[src/rtl/wdg_pkg.sv]
package wdg_pkg;
  localparam int unsigned REG_AW = 4;
  localparam int unsigned BUS_DW = 32;

  typedef enum logic [REG_AW-1:0] {
    RA_RESTART = 4'd0,
    RA_HOLD    = 4'd1,
    RA_CTRL    = 4'd2,
    RA_STATUS  = 4'd3,
    RA_EXPW    = 4'd4,
    RA_BARK    = 4'd5,
    RA_LDSTAT  = 4'd6,
    RA_LOAD    = 4'd7,
    RA_TESTVAL = 4'd8,
    RA_BITE    = 4'd9
  } regAddrE;

  typedef struct packed {
    logic restart;
    logic load;
    logic advance;
  } wdgStrobeT;
endpackage

[src/rtl/wdg_ctrl.sv]
module wdg_ctrl
  import wdg_pkg::*;
#(
  parameter int unsigned CNT_W = 14
) (
  input  logic                clk,
  input  logic                rstN,
  input  logic                cntTick,
  input  logic                busWrEn,
  input  logic [REG_AW-1:0]   busAddr,
  input  logic [BUS_DW-1:0]   busWrData,
  output logic [BUS_DW-1:0]   busRdData,
  input  logic [CNT_W-1:0]    cntVal,
  input  logic                biteFlag,
  input  logic                restartSeen,
  output wdgStrobeT           strb,
  output logic                cfgEnable,
  output logic                cfgUnmask,
  output logic                cfgFreeze,
  output logic [CNT_W-1:0]    barkTime,
  output logic [CNT_W-1:0]    biteTime,
  output logic [CNT_W-1:0]    testVal
);
  localparam int unsigned STAT_LSB = 3;
  localparam int unsigned PAD_STAT = BUS_DW - CNT_W - STAT_LSB;
  localparam int unsigned PAD_THR  = BUS_DW - CNT_W;

  logic wrSel [10];
  logic unusedWrBits;

  assign unusedWrBits = ^busWrData[BUS_DW-1:CNT_W];

  for (genvar g = 0; g < 10; g++) begin : gDec
    assign wrSel[g] = busWrEn && (busAddr == REG_AW'(g));
  end

  always_ff @(posedge clk) begin
    if (!rstN) begin
      cfgEnable <= 1'b0;
      cfgUnmask <= 1'b0;
      cfgFreeze <= 1'b0;
      barkTime  <= '0;
      biteTime  <= '0;
      testVal   <= '0;
    end else begin
      if (wrSel[RA_HOLD]) cfgFreeze <= busWrData[0];
      if (wrSel[RA_CTRL]) begin
        cfgEnable <= busWrData[1];
        cfgUnmask <= busWrData[0];
      end
      if (wrSel[RA_BARK])    barkTime <= busWrData[CNT_W-1:0];
      if (wrSel[RA_BITE])    biteTime <= busWrData[CNT_W-1:0];
      if (wrSel[RA_TESTVAL]) testVal  <= busWrData[CNT_W-1:0];
    end
  end

  always_comb begin
    strb.restart = wrSel[RA_RESTART] && busWrData[0];
    strb.load    = wrSel[RA_LOAD] && busWrData[0];
    strb.advance = cntTick && cfgEnable && !cfgFreeze;
  end

  always_comb begin
    busRdData = '0;
    case (regAddrE'(busAddr))
      RA_HOLD:    busRdData = {{(BUS_DW-1){1'b0}}, cfgFreeze};
      RA_CTRL:    busRdData = {{(BUS_DW-2){1'b0}}, cfgEnable, cfgUnmask};
      RA_STATUS:  busRdData = {{PAD_STAT{1'b0}}, cntVal, restartSeen, cfgFreeze, biteFlag};
      RA_BARK:    busRdData = {{PAD_THR{1'b0}}, barkTime};
      RA_BITE:    busRdData = {{PAD_THR{1'b0}}, biteTime};
      RA_TESTVAL: busRdData = {{PAD_THR{1'b0}}, testVal};
      default:    busRdData = '0;
    endcase
  end
endmodule

[src/rtl/wdg_datapath.sv]
module wdg_datapath
  import wdg_pkg::*;
#(
  parameter int unsigned CNT_W = 14
) (
  input  logic             clk,
  input  logic             rstN,
  input  wdgStrobeT        strb,
  input  logic             armed,
  input  logic [CNT_W-1:0] barkTime,
  input  logic [CNT_W-1:0] biteTime,
  input  logic [CNT_W-1:0] loadVal,
  output logic [CNT_W-1:0] cntVal,
  output logic             barkFlag,
  output logic             biteFlag,
  output logic             restartSeen
);
  logic barkHit, biteHit, stepOk;

  assign barkHit = armed && (cntVal >= barkTime);
  assign biteHit = armed && (cntVal >= biteTime);
  assign stepOk  = strb.advance && !biteFlag;

  always_ff @(posedge clk) begin
    if (!rstN) begin
      cntVal      <= '0;
      barkFlag    <= 1'b0;
      biteFlag    <= 1'b0;
      restartSeen <= 1'b0;
    end else if (strb.restart) begin
      cntVal      <= '0;
      barkFlag    <= 1'b0;
      biteFlag    <= 1'b0;
      restartSeen <= 1'b1;
    end else begin
      if (strb.load) begin
        cntVal <= loadVal;
      end else if (stepOk) begin
        cntVal      <= cntVal + 1'b1;
        restartSeen <= 1'b0;
      end
      if (barkHit) barkFlag <= 1'b1;
      if (biteHit) biteFlag <= 1'b1;
    end
  end
endmodule

[src/rtl/bark_bite_wdog.sv]
module bark_bite_wdog
  import wdg_pkg::*;
#(
  parameter int unsigned CNT_W = 14
) (
  input  logic        clk,
  input  logic        rstN,
  input  logic        cntTick,
  input  logic        busWrEn,
  input  logic [3:0]  busAddr,
  input  logic [31:0] busWrData,
  output logic [31:0] busRdData,
  output logic        barkIrq,
  output logic        biteReq
);
  wdgStrobeT        strb;
  logic             cfgEnable, cfgUnmask, cfgFreeze;
  logic [CNT_W-1:0] barkTime, biteTime, testVal, cntVal;
  logic             barkFlag, biteFlag, restartSeen;

  wdg_ctrl #(.CNT_W(CNT_W)) ctrl_i (
    .clk(clk), .rstN(rstN), .cntTick(cntTick),
    .busWrEn(busWrEn), .busAddr(busAddr), .busWrData(busWrData), .busRdData(busRdData),
    .cntVal(cntVal), .biteFlag(biteFlag), .restartSeen(restartSeen),
    .strb(strb), .cfgEnable(cfgEnable), .cfgUnmask(cfgUnmask), .cfgFreeze(cfgFreeze),
    .barkTime(barkTime), .biteTime(biteTime), .testVal(testVal)
  );

  wdg_datapath #(.CNT_W(CNT_W)) dp_i (
    .clk(clk), .rstN(rstN), .strb(strb), .armed(cfgEnable),
    .barkTime(barkTime), .biteTime(biteTime), .loadVal(testVal),
    .cntVal(cntVal), .barkFlag(barkFlag), .biteFlag(biteFlag), .restartSeen(restartSeen)
  );

  assign barkIrq = barkFlag && cfgUnmask;
  assign biteReq = biteFlag;
endmodule

[config.mk]
export PLATFORM = sky130hd
export DESIGN_NAME = bark_bite_wdog
export DESIGN_NICKNAME = d
export VERILOG_FILES = /design/src/rtl/wdg_pkg.sv /design/src/rtl/wdg_ctrl.sv /design/src/rtl/wdg_datapath.sv /design/src/rtl/bark_bite_wdog.sv
export SDC_FILE = /design/constraint.sdc
export NUM_CORES = 1
export LEC_CHECK = 0
export ABC_AREA = 0
export BUFFER_PORTS_ARGS = -buffer_cell sky130_fd_sc_hd__buf_2
export CAP_MARGIN = 5
export CORE_MARGIN = 2
export CORE_UTILIZATION = 50
export CTS_CLUSTER_DIAMETER = 60
export CTS_CLUSTER_SIZE = 40
export DETAILED_ROUTE_END_ITERATION = 12
export PLACE_DENSITY_LB_ADDON = 0.08
export SYNTH_ARGS = -nofsm -noshare
export SYNTH_HDL_FRONTEND = slang
export SYNTH_SLANG_ARGS = --single-unit
[constraint.sdc]
create_clock -name clk -period 2.6 [get_ports clk]
set_clock_uncertainty 0.2 [all_clocks]
set_input_delay 0.26 -clock clk [delete_from_list [all_inputs] [get_ports clk]]
set_output_delay 0.26 -clock clk [all_outputs]
set_load 0.01 [all_outputs]
==> results by stage, run 1 <==
Detailed routing:
- In this run, the number of DRC markers left after iteration 0 of detailed routing was 316.
- After detailed routing, the total wire length is 10300 um.
- The first TritonRoute pass finished after 7 iterations.
- The routed wire length per instance is 16.4 um.
- For this run, design rule violations remaining after detail routing come to 0.
- Using the TritonRoute via totals, the vias-per-cell ratio works out to 5.58.
- The count of nets left with antenna violations once routing finished came out at 0.
- The number of vias after detailed routing is 3492.

Global routing:
- The total track usage is 26.2%.
- Entering global routing, the biggest net connects 47 pins.
- Summed over all layers, the global routing overflow is 0.
- The via count of the first global-routing pass is 3320.
- The first-pass GRT wire length is 17000 um.
- The number of antenna violations at the first check in global routing was 0.

Worst setup path:
- The slowest stage of the critical path is the dfxtp_1 cell.
- The number of cells on the worst reg-to-reg path is 7.
- Of all nets on the critical path, the largest fanout is 6.
- The number of buffers and inverters on the critical path is 1.
- In this run the critical register-to-register path is captured at dp_i.barkFlag.
- STA classifies the critical path endpoint as a register.
- The worst setup path is of the register to register kind.
- The worst setup path endpoint is dp_i.barkFlag.
- The critical path starts at dp_i.cntVal[0].
- In this design, the stage delay of the slowest critical-path cell is 0.43 ns.
- STA puts the critical path data required time at 2.61 ns.
- In this run the number of cells on the critical path is 7.
- The cell class contributing the biggest share of worst-path delay is compound AO/OA/AOI/OAI gates.
- The data arrival time of the worst path is 2.16 ns.
- In this run the critical register-to-register path is launched from dp_i.cntVal[0].
- Walking the worst path, the cells encountered are inv_1 -> ha_1 -> nand2b_1 -> a2111oi_0 -> nor3_1 -> o31ai_1 -> a211oi_1.
- The reg-to-reg setup timing slack is 0.45 ns.
- The element type at the critical path start is a register.

Pwr:
- VDD sags by at most 0.000271 V.
- The leakage dissipation is 1.76 nW.
- Dividing total power by cell area gives a power density of 467 nW/um^2.
- The post-layout total power is 1.99 mW.

STA:
- For the pin with the worst max-slew slack, the measured transition is 0.667 ns.
- The final cycle utilization of the critical path is 82.9%.
- The number of hold violations in the final report is 0.
- Setup violations remaining at the end of the flow were counted as 0.
- The worst pin sits at a relative slew slack of 55.4%.
- The final-report max-slew violation count is 0.
- Setup total negative slack on the finished layout was measured at 0 ns.
- For this run, the top clock speed supported by timing is 0.464 GHz.
- Setup repair after global routing left no endpoint under its margin.
- The shortest clock period the worst path allows after layout is 2.15 ns.

CTS:
- No sink is reached through more buffers than the 2 on the longest clock path.
- The clock latency at the later pin of the worst-skew pair is 0.34 ns.
- The clock tree from TritonCTS is done.
- The clock-pin slew on the worst setup and hold paths is 0.07 ns.
- The buffer type at the clock tree root is clkbuf_8.
- The CTS sink count is 62.
- Once the clock tree was built, the resizer swapped 0 gates to a different size.
- The deepest level of the CTS H-tree is 3.
- The number of buffers created by CTS is 9.

Synth:
- The cell type contributing the most total cell area after synthesis is dfxtp_1.
- Synthesis instantiated 44 different standard cells from the library.
- The average instance in the mapped netlist occupies 7.79 um^2.
- Sequential cells were found to cover 33.5% of the synthesized design area.
- The Yosys step of the flow raised 0 warnings.
- Synthesis produced a netlist whose cell count is 475.
- The post-synthesis cell area is 3700 um^2.
- The synthesized design contains 62 register bits.
- The top cell type by area accounts for 33.5% of the synthesized area.
- By area the synthesized netlist is led by dfxtp_1, ha_1, nand2_1.

Worst hold path:
- The startpoint of the worst hold path is busWrData[1].
- The classification of the worst-slack hold path is input pin to register.

Run status:
- The flow ran to the end, and the final reports show no timing, DRC or antenna violations.

Floorplan:
- The initial core utilization is 51.3%.
- The area of the core region is 7210 um^2.
- The die area is 8100 um^2.
- The floorplan step set the die width to 90.0 um.
- The floorplan row count is 31.
- The die is 90.0 um tall.
- The top-level I/O count is 74.

Place:
- The final estimated routing congestion in global placement is 0.878.
- During placement, the flow inserted port buffers numbering 40.
- The HPWL after detailed placement is 7020 um.

Layout:
- After filler insertion, the fill cell instance count of the layout stands at 708.
- After the last flow step, the layout net total stands at 592.
- Leaving out fill and tap cells, the most frequent cell in the layout is nand2_1.
- The share of layout cells above drive strength 1 is 14.2%.
- Compared with the post-synthesis result, the final layout area differs by 15.2%.
- The number of diodes added for antenna fixing is 0.
- In the layout the commonest cells are nand2_1, dfxtp_1, a21oi_1, buf_2, nand3_1.

Run:
- The max-capacitance violation count is 0.
[power by group]
| group | total, mW | switching [mW] | internal, mW |
|---|---|---|---|
| combinational | 0.186 | 0.117 | 0.0687 |
| sequential | 0.976 | 0.0140 | 0.962 |
| clock | 0.826 | 0.360 | 0.466 |
[flip-flops by register name, indices dropped and copies added (netlist names)]
register and flops:
ctrl_i.cfgFreeze 1, dp_i.barkFlag 1, ctrl_i.barkTime 14, ctrl_i.biteTime 14
ctrl_i.cfgEnable 1, ctrl_i.cfgUnmask 1, ctrl_i.testVal 14, dp_i.biteFlag 1
dp_i.restartSeen 1, dp_i.cntVal 14
[repair_timing]
item                                   in CTS  in global routing
hold buffers                               13                  0
endpoints found under the hold margin      35                  0
setup buffers                               0                  0
[worst min path at each step]
stage / endpoint / slack (ns) / cells after the start
3_3_place_gp: ctrl_i.cfgUnmask / 0.26 / 2
2_1_floorplan: ctrl_i.testVal[10] / 0.20 / 2
3_5_place_dp: ctrl_i.testVal[4] / 0.26 / 2
6_report: ctrl_i.testVal[1] / 0.02 / 3
5_1_grt: ctrl_i.testVal[1] / 0.02 / 3
4_1_cts: ctrl_i.testVal[1] / 0.007 / 3
[layout make-up]
cell class | count | area, um^2 | area share [%]
clock buffer | 14 | 153 | 3.58
sequential | 62 | 1240 | 29.1
tap | 99 | 124 | 2.91
multi-input combinational | 353 | 2160 | 50.7
clock inverter | 1 | 30.0 | 0.705
timing repair buffer | 65 | 433 | 10.2
inverter | 32 | 120 | 2.82
[per-layer routing]
layer  vias to the layer above  routed length (um)  track usage [%]
li1                       1731                   -                -
met1                      1628                4950             37.2
met2                       118                4620             41.2
met3                        15                 571             3.94
met4                         0                 147             7.82
met5                         -                   0                0
[synthesized netlist by cell type, drive strengths merged]
cell,number
a21bo,1
a31oi,1
nand2,95
o31ai,2
a22oi,1
a21o,4
xor2,8
nor2,23
a21oi,52
nor4b,1
conb,1
nand4,9
o22a,1
and3,6
buf,29
mux2,1
nand2b,5
mux2i,3
a32oi,1
dfxtp,62
nand3,38
inv,32
a2111oi,2
nor3,6
clkbuf,13
ha,29
nand4bb,1
and4,2
xnor2,5
nor3b,1
o32a,1
a41o,1
a211oi,16
nor2b,1
o21ai,4
nor4,1
a222oi,13
and2,3
[kinds of logic (layout without fill, tap and decap cells)]
family | count (synthesis) | in the layout | synth area share, %
mux | 4 | 4 | 1.12
xor+xnor | 13 | 13 | 3.08
simple gates | 192 | 192 | 24.9
fa+ha+maj | 29 | 29 | 9.81
flops | 62 | 62 | 33.5
other cells | 1 | 15 | 0.101
buf+inv | 74 | 112 | 9.50
compound gates | 100 | 100 | 18.0
[stage by stage]
step	area (um^2)	worst slack (ns)	utilization (%)	cells	hold WS, ns
6_report	4260	0.446	59.1	626	0.0195
5_1_grt	4260	0.202	59.1	626	0.0185
2_1_floorplan	3750	0.672	-	489	0.196
3_3_place_gp	3950	0.363	54.7	598	0.259
4_1_cts	4260	0.427	59.1	626	0.00735
3_5_place_dp	3950	0.313	54.7	598	0.264
[tightest hold or removal path: cells and delay by family]
family	cells	cell delay [ns]
buf+inv	1	0.13
simple gates	1	0.06
compound gates	1	0.06
(Power assumes the default switching activity.)
==> run 2: changes to the inputs <==
--- a/config.mk
+++ b/config.mk
@@ -5,7 +5,7 @@
 export SDC_FILE = /design/constraint.sdc
 export NUM_CORES = 1
 export LEC_CHECK = 0
-export ABC_AREA = 0
+export ABC_AREA = 1
 export BUFFER_PORTS_ARGS = -buffer_cell sky130_fd_sc_hd__buf_2
 export CAP_MARGIN = 5
 export CORE_MARGIN = 2
==> constraint.sdc (replaced) <==
create_clock -name clk -period 1.7 [get_ports clk]
set_clock_uncertainty 0.2 [all_clocks]
set_input_delay 0.17 -clock clk [delete_from_list [all_inputs] [get_ports clk]]
set_output_delay 0.17 -clock clk [all_outputs]
set_load 0.01 [all_outputs]
==> results by stage, run 2 <==
STA:
- The number of hold violations in the final report came to 0 (unchanged).
- Setup repair after global routing could not meet its margin everywhere.
- The final cycle utilization of the critical path is 97.1%.
- The final-report max-slew violation count came to 0 (unchanged).
- The total of endpoints with negative setup slack in the final report is 0 (unchanged).
- The final worst slack is 0.0485 ns (-0.397 ns).
- The routed design could run at a clock period as short as 1.65 ns.
- For this run, the top clock speed supported by timing is 0.606 GHz.

Global routing:
- The number of antenna violations at the first check in global routing was 0 (unchanged).
- The remaining global-route overflow is 0 (unchanged).
- The maximum number of pins on one net before global-route repair is 29 (-38%).
- The first-pass GRT wire length is 17300 um (+1.9%).
- The total track usage is 26.6% (+0.46 points).
- The via count of the first global-routing pass is 3405 (+2.6%).

Floorplan:
- The width of the die came to 91.4 um (+1.5%).
- The die area was 8350 um^2 (+3.1%).
- The initial core utilization is 52.1% (+0.81 points).
- The area of the core region is 7330 um^2 (+1.6%).
- The top-level I/O count is 74 (unchanged).
- The die height came to 91.4 um (+1.5%).
- The floorplan row count is 31 (unchanged).

Synth:
- The most repeated cell in the gate-level netlist after synthesis is inv_1.
- The Yosys warning count came to 0 (unchanged).
- In the synthesized netlist the dominant register cell turns out to be dfxtp_1.
- The post-synthesis cell area is 3820 um^2 (+3.2%).
- The post-synthesis cell count was 540 (+14%).
- The count of flip-flops with a built-in enable after synthesis is 0 (unchanged).
- In the post-synthesis netlist, the biggest area contributors are dfxtp_1, a21oi_1, ha_1.
- The flip-flop and latch count after synthesis was 62 (unchanged).
- Ranked by instance count, the synthesized netlist is headed by inv_1, nand2_1, a21oi_1, dfxtp_1, o21ai_0.
- The fraction of synthesis flops using an asynchronous set or reset pin came to 0% (unchanged).
- The distinct cell type count after synthesis is 31 (-30%).
- The share of the synthesized area in the top cell type is 32.5% (-1.0 points).
- The synthesized area per cell is 7.07 um^2 (-9.2%).
- The post-synthesis sequential area ratio came to 32.5% (-1.0 points).
- The synthesized design spends more area on one cell type than any other, namely dfxtp_1.

CTS:
- The clock-pin slew on the worst setup and hold paths is 0.07 ns (about the same).
- The deepest level of the CTS H-tree came to 3 (unchanged).
- The clock latency at the later pin of the worst-skew pair is 0.35 ns (about the same).
- The CTS sink count was 62 (unchanged).
- The clock tree from TritonCTS is done.
- The worst-case clock buffer depth is 2 (unchanged).
- The number of buffers created by CTS was 9 (unchanged).
- The buffer type at the clock tree root is clkbuf_8.

Worst setup path:
- The critical path required time is 1.33 ns (-1.28 ns).
- The worst setup path is captured at an output pin.
- The top fanout value on the critical path came to 4 (-2).
- The endpoint of the lowest-slack register-to-register path is dp_i.barkFlag.
- The reg-to-reg setup timing slack is 0.07 ns (-0.38 ns).
- The slowest stage of the critical path belongs to the cell dfxtp_1.
- The data arrival time of the worst path is 1.28 ns (-0.88 ns).
- The number of cells on the worst reg-to-reg path is 8 (+1).
- The launch point of the worst reg-to-reg path is ctrl_i.barkTime[9].
- The critical path class is register to output pin.
- The biggest cell delay along the critical path is 0.35 ns (-0.08 ns).
- STA classifies the critical path startpoint as a register.
- The signal on the critical path passes through buf_4 -> a21oi_1 -> o21ai_1 -> buf_2.

Pwr:
- The cell area power density came to 675 nW/um^2 (+45%).
- The leakage dissipation is 2.08 nW (+19%).
- The maximum vdd drop is 0.000404 V (+49%).
- The post-layout total power is 3.23 mW (+63%).

Layout:
- The number of filler instances in the final layout is 663 (-6.4%).
- The share of layout cells above drive strength 1 is 23.0% (+8.8 points).
- The final non-filler cell total is 721 (+15%).
- In the layout the commonest cells are inv_1, nand2_1, a21oi_1, o21ai_0, dfxtp_1.
- Leaving out fill and tap cells, the most frequent cell in the layout is inv_1.
- The synthesis-to-finish area growth is 25.5%.
- The final-stage net count is 687 (+16%).
- The number of diodes added for antenna fixing is 0 (unchanged).

Run:
- The max-capacitance violation count is 0 (unchanged).

Place:
- The count of placed standard cells including taps is 685 (+15%).
- The total of buffers placed on input and output ports is 40 (unchanged).
- The HPWL after detailed placement is 7880 um (+12%).
- The post-placement setup slack is 0.0000736 ns (-0.313 ns).
- The final estimated routing congestion in global placement was 0.930 (+5.9%).

Detailed routing:
- The vias per cell was 5.26 (-5.8%).
- The violation count after the first detailed-routing iteration was 208 (-34%).
- The number of search-and-repair iterations in the first detailed-routing pass is 4 (-3).
- The detailed-route DRC error count is 0 (unchanged).
- The total wire length came to 11000 um (+6.9%).
- The number of vias after detailed routing was 3789 (+8.5%).
- The remaining antenna violation count is 0 (unchanged).
- The routed wire length per instance is 15.3 um (-7.2%).

Worst hold path:
- In this run the most critical hold path is launched from busWrEn.
- The endpoint of the worst hold path is ctrl_i.cfgUnmask.
- The classification of the worst-slack hold path is input pin to register.
- The worst hold path cell count is 3 (unchanged).

Run status:
- The flow ran to the end, and the final reports show no timing, DRC or antenna violations.
==> run 2: cell types whose count changed after synthesis, moves of 5 or more <==
cell,before,now
a211oi_1,14,0
a21oi_1,52,77
a222oi_1,13,0
and3_1,6,0
buf_2,14,6
clkbuf_1,13,8
inv_1,31,90
nand2_1,95,78
nand3_1,38,15
nor2_1,22,34
o21ai_0,4,61
o22ai_1,0,19
xnor2_1,5,0
==> run 2: area by class of cell <==
class                           instances  area (um^2)  share of cell area (%)
Timing Repair Buffer                   85          629                    13.1
Inverter                               93          354                    7.39
Tap cell                               99          124                    2.59
Sequential cell                        62         1260                    26.3
Clock inverter                          3         42.5                   0.888
Multi-Input combinational cell        367         2220                    46.3
Clock buffer                           12          165                    3.45
==> run 2: repair_timing <==
item | in CTS | in global routing
endpoints found under the setup margin | 4 | 22
pin swaps | 0 | 11
buffers inserted | 0 | 6
hold buffers | 15 | 0
resized for setup | 4 | 47
gates cloned | 0 | 0
hold endpoints to repair | 43 | 0
==> run 2: metrics by stage <==
stage          util (%)  hold slack, ns  area, um^2  TNS [ns]
6_report           65.4          0.0246        4790         0
5_1_grt            65.4          0.0199        4790   -0.0602
4_1_cts            62.3          0.0219        4570         0
3_5_place_dp       57.4           0.265        4210         0
3_3_place_gp       57.4           0.255        4210         0
2_1_floorplan         -           0.134        3870         0
==> run 2: worst max-delay path: cells and delay by family (launching register included) <==
family | cells | cell delay (ns)
flops | 1 | 0.35
buf+inv | 2 | 0.31
compound gates | 2 | 0.27
==> run 2: worst max path at each step <==
stage | start | end | slack (ns)
after detailed placement | busAddr[1] | busRdData[7] | 0.00007
after global routing | dp_i.cntVal[0] | dp_i.biteFlag | -0.02
after floorplan | dp_i.cntVal[1] | dp_i.cntVal[10] | 0.11
final | dp_i.cntVal[4] | busRdData[7] | 0.05
after CTS | ctrl_i.cfgEnable | busRdData[1] | 0.01
after global placement | dp_i.cntVal[0] | dp_i.biteFlag | 0.03
==> run 2: cell families after synthesis <==
group / share of synthesized area [%]
AOI/OAI and AO/OA: 23.6
and+or+nand+nor: 18.1
buffers and inverters: 14.6
DFF: 32.5
adders and majority gates: 9.50
xor gates and xnor gates: 1.61
other: 0.0982
==> run 2: power by group <==
group	internal, mW	switching (mW)
Clock	0.787	0.600
Combinational	0.139	0.219
Sequential	1.47	0.0145
==> run 2: metal layers <==
metal / GRT usage (%) / routed length (um) / part of all wire (%)
met1: 37.6 / 5250 / 48
met2: 42.2 / 5020 / 46
met3: 3.40 / 618 / 5.6
met4: 8.21 / 115 / 1.0
met5: 0 / 0 / 0
